<file path="config.mk">
export PLATFORM = sky130hd
export DESIGN_NAME = wb_burst_predictor
export DESIGN_NICKNAME = d
export VERILOG_FILES = /design/src/rtl/wbp_pkg.sv /design/src/rtl/wbp_kind_decode.sv /design/src/rtl/wbp_step.sv /design/src/rtl/wb_burst_predictor.sv
export SDC_FILE = /design/constraint.sdc
export NUM_CORES = 1
export LEC_CHECK = 0
export BUFFER_PORTS_ARGS = -buffer_cell sky130_fd_sc_hd__buf_4
export CAP_MARGIN = 0
export CORE_AREA = 2 2 44 46
export CTS_BUF_LIST = sky130_fd_sc_hd__clkbuf_2
export DETAILED_ROUTE_END_ITERATION = 16
export DIE_AREA = 0 0 46 48
export PLACE_DENSITY = 0.91
export SYNTH_ARGS = -nofsm -noshare
export SYNTH_HDL_FRONTEND = slang
export SYNTH_SLANG_ARGS = --single-unit
</file>
<file path="constraint.sdc">
create_clock -name clk -period 2.25 [get_ports clk]
set_clock_uncertainty 0.1 [all_clocks]
set_input_delay 0.225 -clock clk [delete_from_list [all_inputs] [get_ports clk]]
set_output_delay 0.225 -clock clk [all_outputs]
set_load 0.01 [all_outputs]
</file>
<file path="src/rtl/wbp_pkg.sv">
package wbp_pkg;
  localparam logic [2:0] CT_CLASSIC = 3'b000;
  localparam logic [2:0] CT_CONST   = 3'b001;
  localparam logic [2:0] CT_INCR    = 3'b010;
  localparam logic [2:0] CT_LAST    = 3'b111;

  localparam logic [1:0] BX_LINEAR = 2'b00;
  localparam logic [1:0] BX_WRAP4  = 2'b01;
  localparam logic [1:0] BX_WRAP8  = 2'b10;
  localparam logic [1:0] BX_WRAP16 = 2'b11;

  typedef enum logic [1:0] {
    BK_SINGLE = 2'd0,
    BK_HOLD   = 2'd1,
    BK_STEP   = 2'd2,
    BK_FINAL  = 2'd3
  } beat_kind_t;
endpackage

</file>
<file path="src/rtl/wbp_kind_decode.sv">
module wbp_kind_decode
  import wbp_pkg::*;
(
  input  logic [2:0]  cti,
  output beat_kind_t  kind
);
  always_comb begin
    case (cti)
      CT_CONST: kind = BK_HOLD;
      CT_INCR:  kind = BK_STEP;
      CT_LAST:  kind = BK_FINAL;
      default:  kind = BK_SINGLE;
    endcase
  end
endmodule

</file>
<file path="src/rtl/wbp_step.sv">
module wbp_step
  import wbp_pkg::*;
#(
  parameter int ADDR_W = 12
) (
  input  logic [ADDR_W-1:0] adr,
  input  logic [1:0]        bte,
  output logic [ADDR_W-1:0] stepped
);
  localparam logic [ADDR_W-1:0] ONE = ADDR_W'(1);

  function automatic logic [ADDR_W-1:0] step_fn(input logic [ADDR_W-1:0] a,
                                                input logic [1:0] x);
    logic [ADDR_W-1:0] r;
    r = a;
    case (x)
      BX_LINEAR: r = a + ONE;
      BX_WRAP4:  r[1:0] = a[1:0] + 2'd1;
      BX_WRAP8:  r[2:0] = a[2:0] + 3'd1;
      default:   r[3:0] = a[3:0] + 4'd1;
    endcase
    return r;
  endfunction

  assign stepped = step_fn(adr, bte);
endmodule

</file>
<file path="src/rtl/wb_burst_predictor.sv">
module wb_burst_predictor
  import wbp_pkg::*;
#(
  parameter int ADDR_W = 12
) (
  input  logic              clk,
  input  logic              rst_n,
  input  logic              cyc_i,
  input  logic              stb_i,
  input  logic              ack_i,
  input  logic [2:0]        cti_i,
  input  logic [1:0]        bte_i,
  input  logic [ADDR_W-1:0] adr_i,
  output logic [ADDR_W-1:0] next_adr,
  output logic              burst_on
);
  beat_kind_t        kind;
  logic [ADDR_W-1:0] stepped;
  logic              beat_w;
  logic              keeps_going_w;

  wbp_kind_decode u_dec (.cti(cti_i), .kind(kind));
  wbp_step #(.ADDR_W(ADDR_W)) u_step (.adr(adr_i), .bte(bte_i), .stepped(stepped));

  assign beat_w        = cyc_i & stb_i & ack_i;
  assign keeps_going_w = (kind == BK_STEP) || (kind == BK_HOLD);

  always_ff @(posedge clk) begin
    if (!rst_n) begin
      next_adr <= '0;
      burst_on <= 1'b0;
    end else if (beat_w) begin
      next_adr <= (kind == BK_STEP) ? stepped : adr_i;
      burst_on <= keeps_going_w;
    end else if (!cyc_i) begin
      burst_on <= 1'b0;
    end
  end

  // Assertions
  assert_hold_no_beat_R2: assert property (@(posedge clk) disable iff (!rst_n)
    !(cyc_i & stb_i & ack_i) |=> $stable(next_adr));

  assert_linear_R3: assert property (@(posedge clk) disable iff (!rst_n)
    (cyc_i & stb_i & ack_i && cti_i == 3'b010 && bte_i == 2'b00)
      |=> next_adr == $past(adr_i) + ADDR_W'(1));

  generate
    if (ADDR_W > 4) begin : g_wrap_chk
      assert_wrap_upper_R4: assert property (@(posedge clk) disable iff (!rst_n)
        (cyc_i & stb_i & ack_i && cti_i == 3'b010 && bte_i != 2'b00)
          |=> next_adr[ADDR_W-1:4] == $past(adr_i[ADDR_W-1:4]));
    end
  endgenerate

  assert_const_R5: assert property (@(posedge clk) disable iff (!rst_n)
    (cyc_i & stb_i & ack_i && cti_i == 3'b001) |=> (next_adr == $past(adr_i)) && burst_on);

  assert_end_R7: assert property (@(posedge clk) disable iff (!rst_n)
    (cyc_i & stb_i & ack_i && cti_i == 3'b111) |=> !burst_on);

  assert_cyc_drop_R8: assert property (@(posedge clk) disable iff (!rst_n)
    !cyc_i |=> !burst_on);
endmodule

</file>
==> key figures, run 1 <==
Run status
  – Status: finished, final reports clean

Cells and area
  – Antenna diodes: 0
  – Fin area: 1130 um^2
  – Fraction of layout cells with a size suffix above 1: 34.1%
  – Nets: 164
  – Area grow syn2layout: 31.8%

Floorplanning
  – Die area: 2210 um^2
  – Die H: 48 um
  – Chip width: 46 um
  – I/O pin cnt: 35
  – CORE AREA: 1690 um^2
  – Rows: 15
  – Starting Density: 50.8%

Clock network
  – CTS sink cnt: 13
  – Post-CTS Setup Bufs: 0
  – Clk_lat worst skew: 0.25 ns
  – TritonCTS Buffers: 3
  – Clock Tree Root: clkbuf_2
  – H-tree depth: 1
  – Post-cts resize count: 0
  – CTS Hold Buffers Added: 0
  – CTS tree: built
  – CTS clock-pin slew for the worst setup and hold paths: 0.13 ns
  – Maximum buffer depth of the clock tree: 2

Setup path
  – Worst reg-to-reg path cell count: 2
  – Worst setup path endpoint: next_adr[4]$_SDFFE_PN0P_
  – Slowest library cell on the worst path: or3_1
  – Critical path buffers and inverters: 1
  – Required @ worst endpoint: 2.34 ns
  – Worst R2R Start: next_adr[4]$_SDFFE_PN0P_
  – Setup crit start: cti_i[0]
  – Max FO, Critical Path: 9
  – Critical path class: primary input to register
  – Crit path cell chain: buf_4 > xnor2_1 > and2_1 > ha_1 > nand3_4 > or3_1 > a311oi_2
  – CP Launch Type: primary input
  – CP delay by family, top: simple AND/OR/NAND/NOR gates
  – Worst EP arrival: 1.83 ns
  – Reg2reg end: next_adr[4]$_SDFFE_PN0P_
  – Crit end category: register
  – Flop-to-flop setup slack: 1.40 ns
  – Worst path max stage delay: 0.38 ns
  – Worst path depth: 7

Drt
  – Routed Wire Length: 2100 um
  – Initial DRC count: 31
  – Via density: 5.68
  – TritonRoute pass-1 iters: 4
  – DR WL/cell: 13.8 um
  – DRT antenna net count: 0
  – Vias: 864
  – Detailed-route DRC error count: 0

Global route
  – Pin count of the biggest net entering global routing: 25
  – Global route overflow: 0
  – Met1 Use GR: 24.0%
  – Global-route wire length before repair: 3220 um
  – Met2 Track Usage GR: 36.1%
  – GRT Resource Usage Total: 20.1%
  – Initial antenna violation count: 0
  – Busiest metal layer after global routing: met2
  – Vias in the first global route: 753
  – Met3 Usage GRT: 2.64%

Worst hold path
  – Worst Hold Class: primary input to register
  – Hold Path Origin: stb_i

STA
  – Tmin final: 1.74 ns
  – Max Fclk: 575 MHz
  – Least-Margin Pin Slew: 0.692 ns
  – RSZ-0062 raised after global routing: no
  – TNS Setup: 0 ns
  – Max_slew headroom: 53.9%
  – Fin crit share: 77.3%
  – Final Max Slew Viols: 0
  – Count of final hold-check violations: 0
  – Final setup vio count: 0

Pwr
  – Lkg Pwr: 0.474 nW
  – Worst vdd ir: 190 uV
  – Power density cells: 447 nW/um^2

Synthesis
  – Synth warn: 0
  – Avg Cell Area, Syn: 8.41 um^2
  – Synth Cell Area: 858 um^2
  – Ranking of synthesized cells by area: dfxtp_1 (30%), xnor2_1 (9.2%), ha_1 (8.7%), o21ai_0 (7.6%), a21oi_1 (7.0%)
  – Synth top area share: 30.3%
  – Unique masters post-synth: 31
  – Mapped Cells: 102
  – Synth area leader: dfxtp_1
  – Net Count, Synth: 130
  – Register bit total from synthesis: 13
  – Register area share after synthesis: 30.3%

Place
  – GPL Wtd Cong: 0.812
  – Dpl hpwl: 1670 um
  – # port buffers: 34
  – Post-Place Cell Area: 1110 um^2

Run
  – # Max-Cap Violations: 0
worst min path at each step:
stage / depth (start not counted) / endpoint
floorplan: 1 / burst_on$_SDFFE_PN0P_
global placement: 2 / burst_on$_SDFFE_PN0P_
detailed placement: 2 / burst_on$_SDFFE_PN0P_
CTS: 2 / burst_on$_SDFFE_PN0P_
global route: 2 / burst_on$_SDFFE_PN0P_
finish: 2 / burst_on$_SDFFE_PN0P_
logic make-up (layout without fill, tap and decap cells):
family / after synthesis / count (layout) / synth area share [%]
xor gates and xnor gates: 9 / 9 / 9.18
DFF: 13 / 13 / 30.3
adders and majority gates: 6 / 6 / 8.75
and+or+nand+nor: 31 / 31 / 24.8
muxes: 1 / 1 / 1.17
buffers and inverters: 11 / 44 / 5.39
AOI/OAI and AO/OA: 31 / 31 / 20.4
registers in the layout (all words and copies together) (netlist names):
signal	cells
next_adr	12
burst_on	1
layout by cell type, fill, tap and decap left out, types with 2 or more instances in the layout:
| cell type | n |
|---|---|
| buf_4 | 34 |
| nor3_1 | 3 |
| nor2_1 | 4 |
| nand2_1 | 7 |
| nand2b_1 | 2 |
| xnor2_1 | 9 |
| a31oi_1 | 2 |
| a21oi_1 | 12 |
| nor4_2 | 3 |
| clkbuf_2 | 4 |
| dfxtp_1 | 13 |
| o21ai_0 | 13 |
| ha_1 | 6 |
| nand3_1 | 2 |
| inv_1 | 6 |
metrics by stage:
stage / total power, mW / hold slack (ns) / setup slack [ns] / cells / util [%]
floorplan: 0.320 / 0.231 / 0.617 / 102 / -
global placement: 0.384 / 0.332 / 0.346 / 148 / 65.8
detailed placement: 0.391 / 0.346 / 0.231 / 148 / 65.8
CTS: 0.506 / 0.0668 / 0.516 / 152 / 67.0
global route: 0.531 / 0.0519 / 0.395 / 152 / 67.0
finish: 0.506 / 0.0698 / 0.510 / 152 / 67.0
per-layer routing:
layer | share of wire, % | wire length [um]
met5 | 0 | 0
met4 | 1.5 | 32
met3 | 6.8 | 143
met2 | 50 | 1050
met1 | 42 | 874
power breakdown:
part | total [mW] | switching (mW) | internal (mW)
combinational | 0.140 | 0.0717 | 0.0683
clock | 0.118 | 0.0709 | 0.0472
sequential | 0.248 | 0.00604 | 0.242
Yosys cell counts:
| cell | count |
|---|---|
| dfxtp_1 | 13 |
| o21ai_0 | 13 |
| a21oi_1 | 12 |
| xnor2_1 | 9 |
| nand2_1 | 7 |
| ha_1 | 6 |
| inv_1 | 6 |
| nor2_1 | 4 |
| clkbuf_1 | 3 |
| nor3_1 | 3 |
| nor4_2 | 3 |
| a31oi_1 | 2 |
| nand2b_1 | 2 |
| nand3_1 | 2 |
| a211oi_1 | 1 |
| a311oi_1 | 1 |
| a311oi_2 | 1 |
| and2_1 | 1 |
| and2_2 | 1 |
| and3_1 | 1 |
| buf_2 | 1 |
| buf_4 | 1 |
| mux2i_1 | 1 |
| nand3_2 | 1 |
| nand3_4 | 1 |
| nand3b_1 | 1 |
| nand4_1 | 1 |
| nand4_4 | 1 |
| nor3b_1 | 1 |
| o22ai_1 | 1 |
| or3_1 | 1 |
layout make-up:
class / instances / area (um^2)
Multi-Input combinational cell: 78 / 552
Fill cell: 131 / 558
Inverter: 6 / 22.5
Timing Repair Buffer: 34 / 255
Tap cell: 17 / 21.3
Clock buffer: 4 / 20.0
Sequential cell: 13 / 260
Note: power is estimated with default switching activity, not from simulation.
==> run 2: changes to the inputs <==
--- a/config.mk
+++ b/config.mk
@@ -7,11 +7,11 @@
 export LEC_CHECK = 0
 export BUFFER_PORTS_ARGS = -buffer_cell sky130_fd_sc_hd__buf_4
 export CAP_MARGIN = 0
-export CORE_AREA = 2 2 44 46
+export CORE_AREA = 2 2 48 50
 export CTS_BUF_LIST = sky130_fd_sc_hd__clkbuf_2
 export DETAILED_ROUTE_END_ITERATION = 16
-export DIE_AREA = 0 0 46 48
-export PLACE_DENSITY = 0.91
+export DIE_AREA = 0 0 50 52
+export PLACE_DENSITY = 0.82
 export SYNTH_ARGS = -nofsm -noshare
 export SYNTH_HDL_FRONTEND = slang
 export SYNTH_SLANG_ARGS = --single-unit
==> constraint.sdc (replaced) <==
create_clock -name clk -period 1.6 [get_ports clk]
set_clock_uncertainty 0.1 [all_clocks]
set_input_delay 0.16 -clock clk [delete_from_list [all_inputs] [get_ports clk]]
set_output_delay 0.16 -clock clk [all_outputs]
set_load 0.01 [all_outputs]
==> run 2 against run 1 <==
Effect of this change:
- non-clock buffer count grew 4
- cell area grew 4.4%
- sequential power increased by 40%
- global-route usage shrank 2.7 points
- first-iteration DRC count shrank 19%
- clock power up 47%
- worst hold slack worse by 0.0014 ns
- sequential share of layout area is 0.97 points lower
- cell count up 9.9%
- wire length decreased by 0.14%
- largest cell class unchanged
- largest power group unchanged
==> key figures, run 2 (synthesis results as in run 1) <==
Cells and area
  – Top flop regs: next_adr x12, burst_on x1
  – Layout Utilization: 56.1%
  – Commonest non-fill, non-tap cell in the layout: buf_4
  – Fin area: 1180 um^2
  – Antenna diodes: 0
  – Nets: 168
  – Area grow syn2layout: 37.6%
  – Most frequent cells in the layout: buf_4 (36), o21ai_0 (13), dfxtp_1 (13)
  – Most flops, register: next_adr
  – Largest register FFs: 12
  – Fraction of layout cells with a size suffix above 1: 35.3%

Setup path
  – Flop-to-flop setup slack: 0.29 ns
  – Worst EP arrival: 1.64 ns
  – CP Launch Type: primary input
  – Worst reg-to-reg path cell count: 3
  – Max FO, Critical Path: 2
  – Critical path class: primary input to register
  – Worst setup path endpoint: burst_on$_SDFFE_PN0P_
  – Reg2reg end: burst_on$_SDFFE_PN0P_
  – Worst R2R Start: burst_on$_SDFFE_PN0P_
  – Crit end category: register
  – Setup crit start: cti_i[0]
  – Required @ worst endpoint: 1.74 ns

Floorplanning
  – Die H: 52 um
  – Starting Density: 40.8%
  – I/O pin cnt: 35
  – Die area: 2600 um^2
  – CORE AREA: 2110 um^2
  – Chip width: 50 um
  – Rows: 17

Drt
  – DR WL/cell: 12.5 um
  – Detailed-route DRC error count: 0
  – Routed Wire Length: 2090 um
  – TritonRoute pass-1 iters: 4
  – Vias: 862
  – DRT antenna net count: 0
  – Initial DRC count: 25
  – Via density: 5.16

Global route
  – GRT Resource Usage Total: 17.4%
  – Initial antenna violation count: 0
  – Global route overflow: 0
  – Global-route wire length before repair: 3460 um
  – Pin count of the biggest net entering global routing: 16
  – Vias in the first global route: 818

Pwr
  – Internal cell power: 0.509 mW
  – Clk pwr share: 24.0%
  – P_sw: 0.216 mW
  – Lkg Pwr: 0.495 nW
  – Combinational share of power: 28.0%
  – Worst vdd ir: 265 uV
  – Sequential share of power: 48.0%
  – Power density cells: 614 nW/um^2
  – Sw frac: 29.8%

Clock network
  – Clk_lat worst skew: 0.28 ns
  – CTS tree: built
  – Post-CTS Setup Bufs: 0
  – Maximum buffer depth of the clock tree: 2
  – Clock Tree Root: clkbuf_2
  – CTS sink cnt: 13
  – TritonCTS Buffers: 3
  – CTS clock-pin slew for the worst setup and hold paths: 0.13 ns
  – H-tree depth: 1

Worst hold path
  – Worst Hold Class: primary input to register
  – Hold Crit Depth: 3

Place
  – GPL Wtd Cong: 0.761
  – Dpl hpwl: 1710 um
  – Post-Place Cell Area: 1140 um^2
  – Dpl ws: -0.146 ns
  – # port buffers: 34

STA
  – Count of final hold-check violations: 0
  – Final setup vio count: 0
  – Final setup margin: 0.0966 ns
  – Least-Margin Pin Slew: 0.289 ns
  – RSZ-0062 raised after global routing: no
  – Fin crit share: 94.0%
  – Final Max Slew Viols: 0
  – Max Fclk: 665 MHz
  – Tmin final: 1.50 ns
  – Max_slew headroom: 80.5%

Run status
  – Status: finished, final reports clean

Run
  – # Max-Cap Violations: 0
==> run 2: cell count changes in the layout (fill, tap and decap cells not counted) <==
| cell | change |
|---|---|
| and3_2 | +1 |
| dlygate4sd3_1 | +2 |
| buf_4 | +2 |
| and3_1 | -1 |
==> run 2: final cells by class <==
| type | count | area (um^2) |
|---|---|---|
| sequential | 13 | 260 |
| inverter | 6 | 22.5 |
| timing repair buffer | 38 | 290 |
| clock buffer | 4 | 20.0 |
| multi-input combinational | 78 | 553 |
| fill | 205 | 925 |
| tap | 28 | 35.0 |
==> run 2: what timing repair did <==
action	in CTS	in global routing
endpoints found under the hold margin	1	0
gates resized for setup	0	1
hold buffers	2	0
endpoints found under the setup margin	0	3
==> run 2: metrics by stage <==
stage	setup TNS (ns)	power [mW]	hold WS (ns)	std cells
2_1_floorplan	0	0.449	0.166	102
3_3_place_gp	-0.379	0.545	0.264	161
3_5_place_dp	-0.521	0.553	0.279	161
4_1_cts	0	0.726	0.0738	167
5_1_grt	0	0.760	0.0862	167
6_report	0	0.725	0.0685	167
==> run 2: power groups by stage <==
stage / Clock, mW / Sequential, mW / Combinational (mW)
after global routing: 0.188 / 0.350 / 0.222
final: 0.174 / 0.348 / 0.203
after CTS: 0.175 / 0.348 / 0.202
after detailed placement: 0 / 0.355 / 0.198
after global placement: 0 / 0.355 / 0.190
after floorplan: 0 / 0.362 / 0.0869
==> run 2: worst min-delay path by stage <==
stage                  start                        to  slack, ns
global route           rst_n  next_adr[2]$_SDFFE_PN0P_       0.09
global placement       stb_i     burst_on$_SDFFE_PN0P_       0.26
CTS                    rst_n  next_adr[2]$_SDFFE_PN0P_       0.07
detailed placement     stb_i     burst_on$_SDFFE_PN0P_       0.28
floorplan              stb_i     burst_on$_SDFFE_PN0P_       0.17
finish              adr_i[0]  next_adr[0]$_SDFFE_PN0P_       0.07
==> run 2: critical path, cell delays in order <==
cell	delay, ns
buf_4	0.12
xnor2_1	0.11
and2_1	0.15
ha_1	0.28
a311oi_1	0.26
dlygate4sd3_1	0.57
==> run 2: per-layer routing <==
layer  vias to the layer above  part of all wire (%)  GRT usage (%)
li1                        434                     -              -
met1                       394                    42           20.3
met3                         5                   3.7          0.287
met5                         -                     0              0
met4                         0                   2.2           9.72
met2                        29                    52           32.2
==> run 3: changes to the inputs <==
--- a/config.mk
+++ b/config.mk
@@ -12,6 +12,7 @@
 export DETAILED_ROUTE_END_ITERATION = 16
 export DIE_AREA = 0 0 50 52
 export PLACE_DENSITY = 0.82
+export SETUP_SLACK_MARGIN = 0.5
 export SYNTH_ARGS = -nofsm -noshare
 export SYNTH_HDL_FRONTEND = slang
 export SYNTH_SLANG_ARGS = --single-unit
==> run 3 against run 2 <==
Effect of this change:
- non-clock buffer count increased by 6
- count of clock-buffer cells in the layout unchanged
- cell area increased by 15%
- clock power about the same
- fmax increased by 12%
- first-iteration DRC count decreased by 4.0%
- sequential power about the same
- highest routed layer is now met3
- utilization increased by 8.3 points
- critical path depth increased by 3
- die area unchanged
- worst setup slack improved by 0.16 ns
==> key figures, run 3 (synthesis results as in run 1) <==
Pwr
  – Lkg Pwr: 0.592 nW
  – Worst vdd ir: 289 uV
  – Power density cells: 564 nW/um^2

Cells and area
  – Most flops, register: next_adr
  – Antenna diodes: 0
  – Fraction of layout cells with a size suffix above 1: 46.9%
  – Largest register FFs: 12
  – Top flop regs: next_adr x12, burst_on x1
  – Area grow syn2layout: 58.0%
  – Commonest non-fill, non-tap cell in the layout: buf_4
  – Fin area: 1360 um^2
  – Most frequent cells in the layout: buf_4 (37), o21ai_0 (13), dfxtp_1 (13)
  – Nets: 174

Global route
  – Initial antenna violation count: 0
  – GRT Resource Usage Total: 18.3%
  – Pin count of the biggest net entering global routing: 15
  – Vias in the first global route: 830
  – Global-route wire length before repair: 3630 um
  – Global route overflow: 0

STA
  – Least-Margin Pin Slew: 0.372 ns
  – Tmin final: 1.35 ns
  – Final Max Slew Viols: 0
  – Max_slew headroom: 75.2%
  – Final setup vio count: 0
  – Count of final hold-check violations: 0
  – RSZ-0062 raised after global routing: yes
  – Hold slack: 0.0257 ns
  – Max Fclk: 742 MHz
  – Final setup margin: 0.253 ns
  – Fin crit share: 84.2%

Setup path
  – Worst path max stage delay: 0.18 ns
  – Crit end category: register
  – Slowest library cell on the worst path: xnor2_1
  – Required @ worst endpoint: 1.65 ns
  – Worst EP arrival: 1.40 ns
  – CP delay by family, top: simple AND/OR/NAND/NOR gates
  – Critical path class: primary input to register
  – CP Launch Type: primary input
  – Critical path buffers and inverters: 2
  – Max FO, Critical Path: 6
  – Crit path cell chain: buf_8 > xnor2_2 > and2_4 > ha_4 > nand3_4 > buf_4 > nor4_4 > xnor2_1 > a21oi_1

Floorplanning
  – Die H: 52 um
  – CORE AREA: 2110 um^2
  – I/O pin cnt: 35
  – Rows: 17
  – Chip width: 50 um
  – Starting Density: 40.8%
  – Die area: 2600 um^2

Drt
  – Detailed-route DRC error count: 0
  – DR WL/cell: 14.0 um
  – Vias: 927
  – TritonRoute pass-1 iters: 4
  – Initial DRC count: 24
  – Routed Wire Length: 2430 um
  – DRT antenna net count: 0
  – Via density: 5.36

Run
  – # Max-Cap Violations: 0

Clock network
  – Maximum buffer depth of the clock tree: 2
  – CTS clock-pin slew for the worst setup and hold paths: 0.13 ns
  – CTS tree: built
  – H-tree depth: 1
  – CTS sink cnt: 13
  – TritonCTS Buffers: 3
  – Clk_lat worst skew: 0.26 ns
  – Clock Tree Root: clkbuf_2

Worst hold path
  – Worst Hold Class: primary input to register

Run status
  – Status: finished, final reports clean

Place
  – Post-Place Cell Area: 1160 um^2
  – # port buffers: 34
  – GPL Wtd Cong: 0.714
  – Dpl ws: -0.0775 ns
  – Dpl hpwl: 1600 um
## run 3: changes by cell type in the layout (fill, tap and decap cells not counted), moves of 2 or more
| cell | before | now |
|---|---|---|
| buf_6 | 0 | 4 |
| nor4_2 | 3 | 0 |
| nor4_4 | 0 | 3 |
| xnor2_1 | 9 | 6 |
| xnor2_2 | 0 | 3 |
| ha_1 | 6 | 4 |
| nor3_1 | 3 | 1 |
## run 3: cell type report
type | count | area [um^2]
Sequential cell | 13 | 260
Tap cell | 28 | 35.0
Clock buffer | 4 | 20.0
Fill cell | 193 | 749
Inverter | 6 | 22.5
Timing Repair Buffer | 44 | 358
Multi-Input combinational cell | 78 | 661
## run 3: metrics by stage
| step | utilization [%] | instances | TNS, ns | power (mW) |
|---|---|---|---|---|
| global placement | 55.1 | 161 | -0.0693 | 0.550 |
| finish | 64.4 | 173 | 0 | 0.765 |
| floorplan | - | 102 | 0 | 0.454 |
| global route | 64.4 | 173 | 0 | 0.805 |
| CTS | 61.3 | 171 | 0 | 0.741 |
| detailed placement | 55.1 | 161 | -0.207 | 0.556 |
## run 3: tightest hold or removal path, cell delays in order
cell and delay, ns:
buf_4 0.11, nand2_1 0.05, a311oi_1 0.04
## run 3: repair_timing
item | in CTS | in global routing
resized for setup | 10 | 11
pin swaps | 11 | 12
hold endpoints to repair | 1 | 0
setup endpoints to repair | 11 | 12
setup buffers | 4 | 2
hold buffers | 2 | 0
## run 3: worst paths after layout
check / end / slack, ns / cells after the start / startpoint
min reg2reg: next_adr[1]$_SDFFE_PN0P_ / 0.44 / 2 / next_adr[1]$_SDFFE_PN0P_
max reg2reg: next_adr[4]$_SDFFE_PN0P_ / 0.76 / 2 / next_adr[4]$_SDFFE_PN0P_
max: next_adr[9]$_SDFFE_PN0P_ / 0.25 / 9 / cti_i[0]
min: burst_on$_SDFFE_PN0P_ / 0.03 / 3 / cyc_i
## run 3: metal layers
metal	part of all wire [%]	vias to the layer above	global-route usage, %
li1	-	449	-
met1	41	445	21.9
met2	53	33	33.6
met3	5.2	0	1.44
met4	0	0	6.94
met5	0	-	0
## run 3: where the power goes
group,switching (mW),leakage (nW),internal [mW]
Clock,0.104,0.0166,0.0663
Sequential,0.00865,0.106,0.340
Combinational,0.119,0.469,0.126
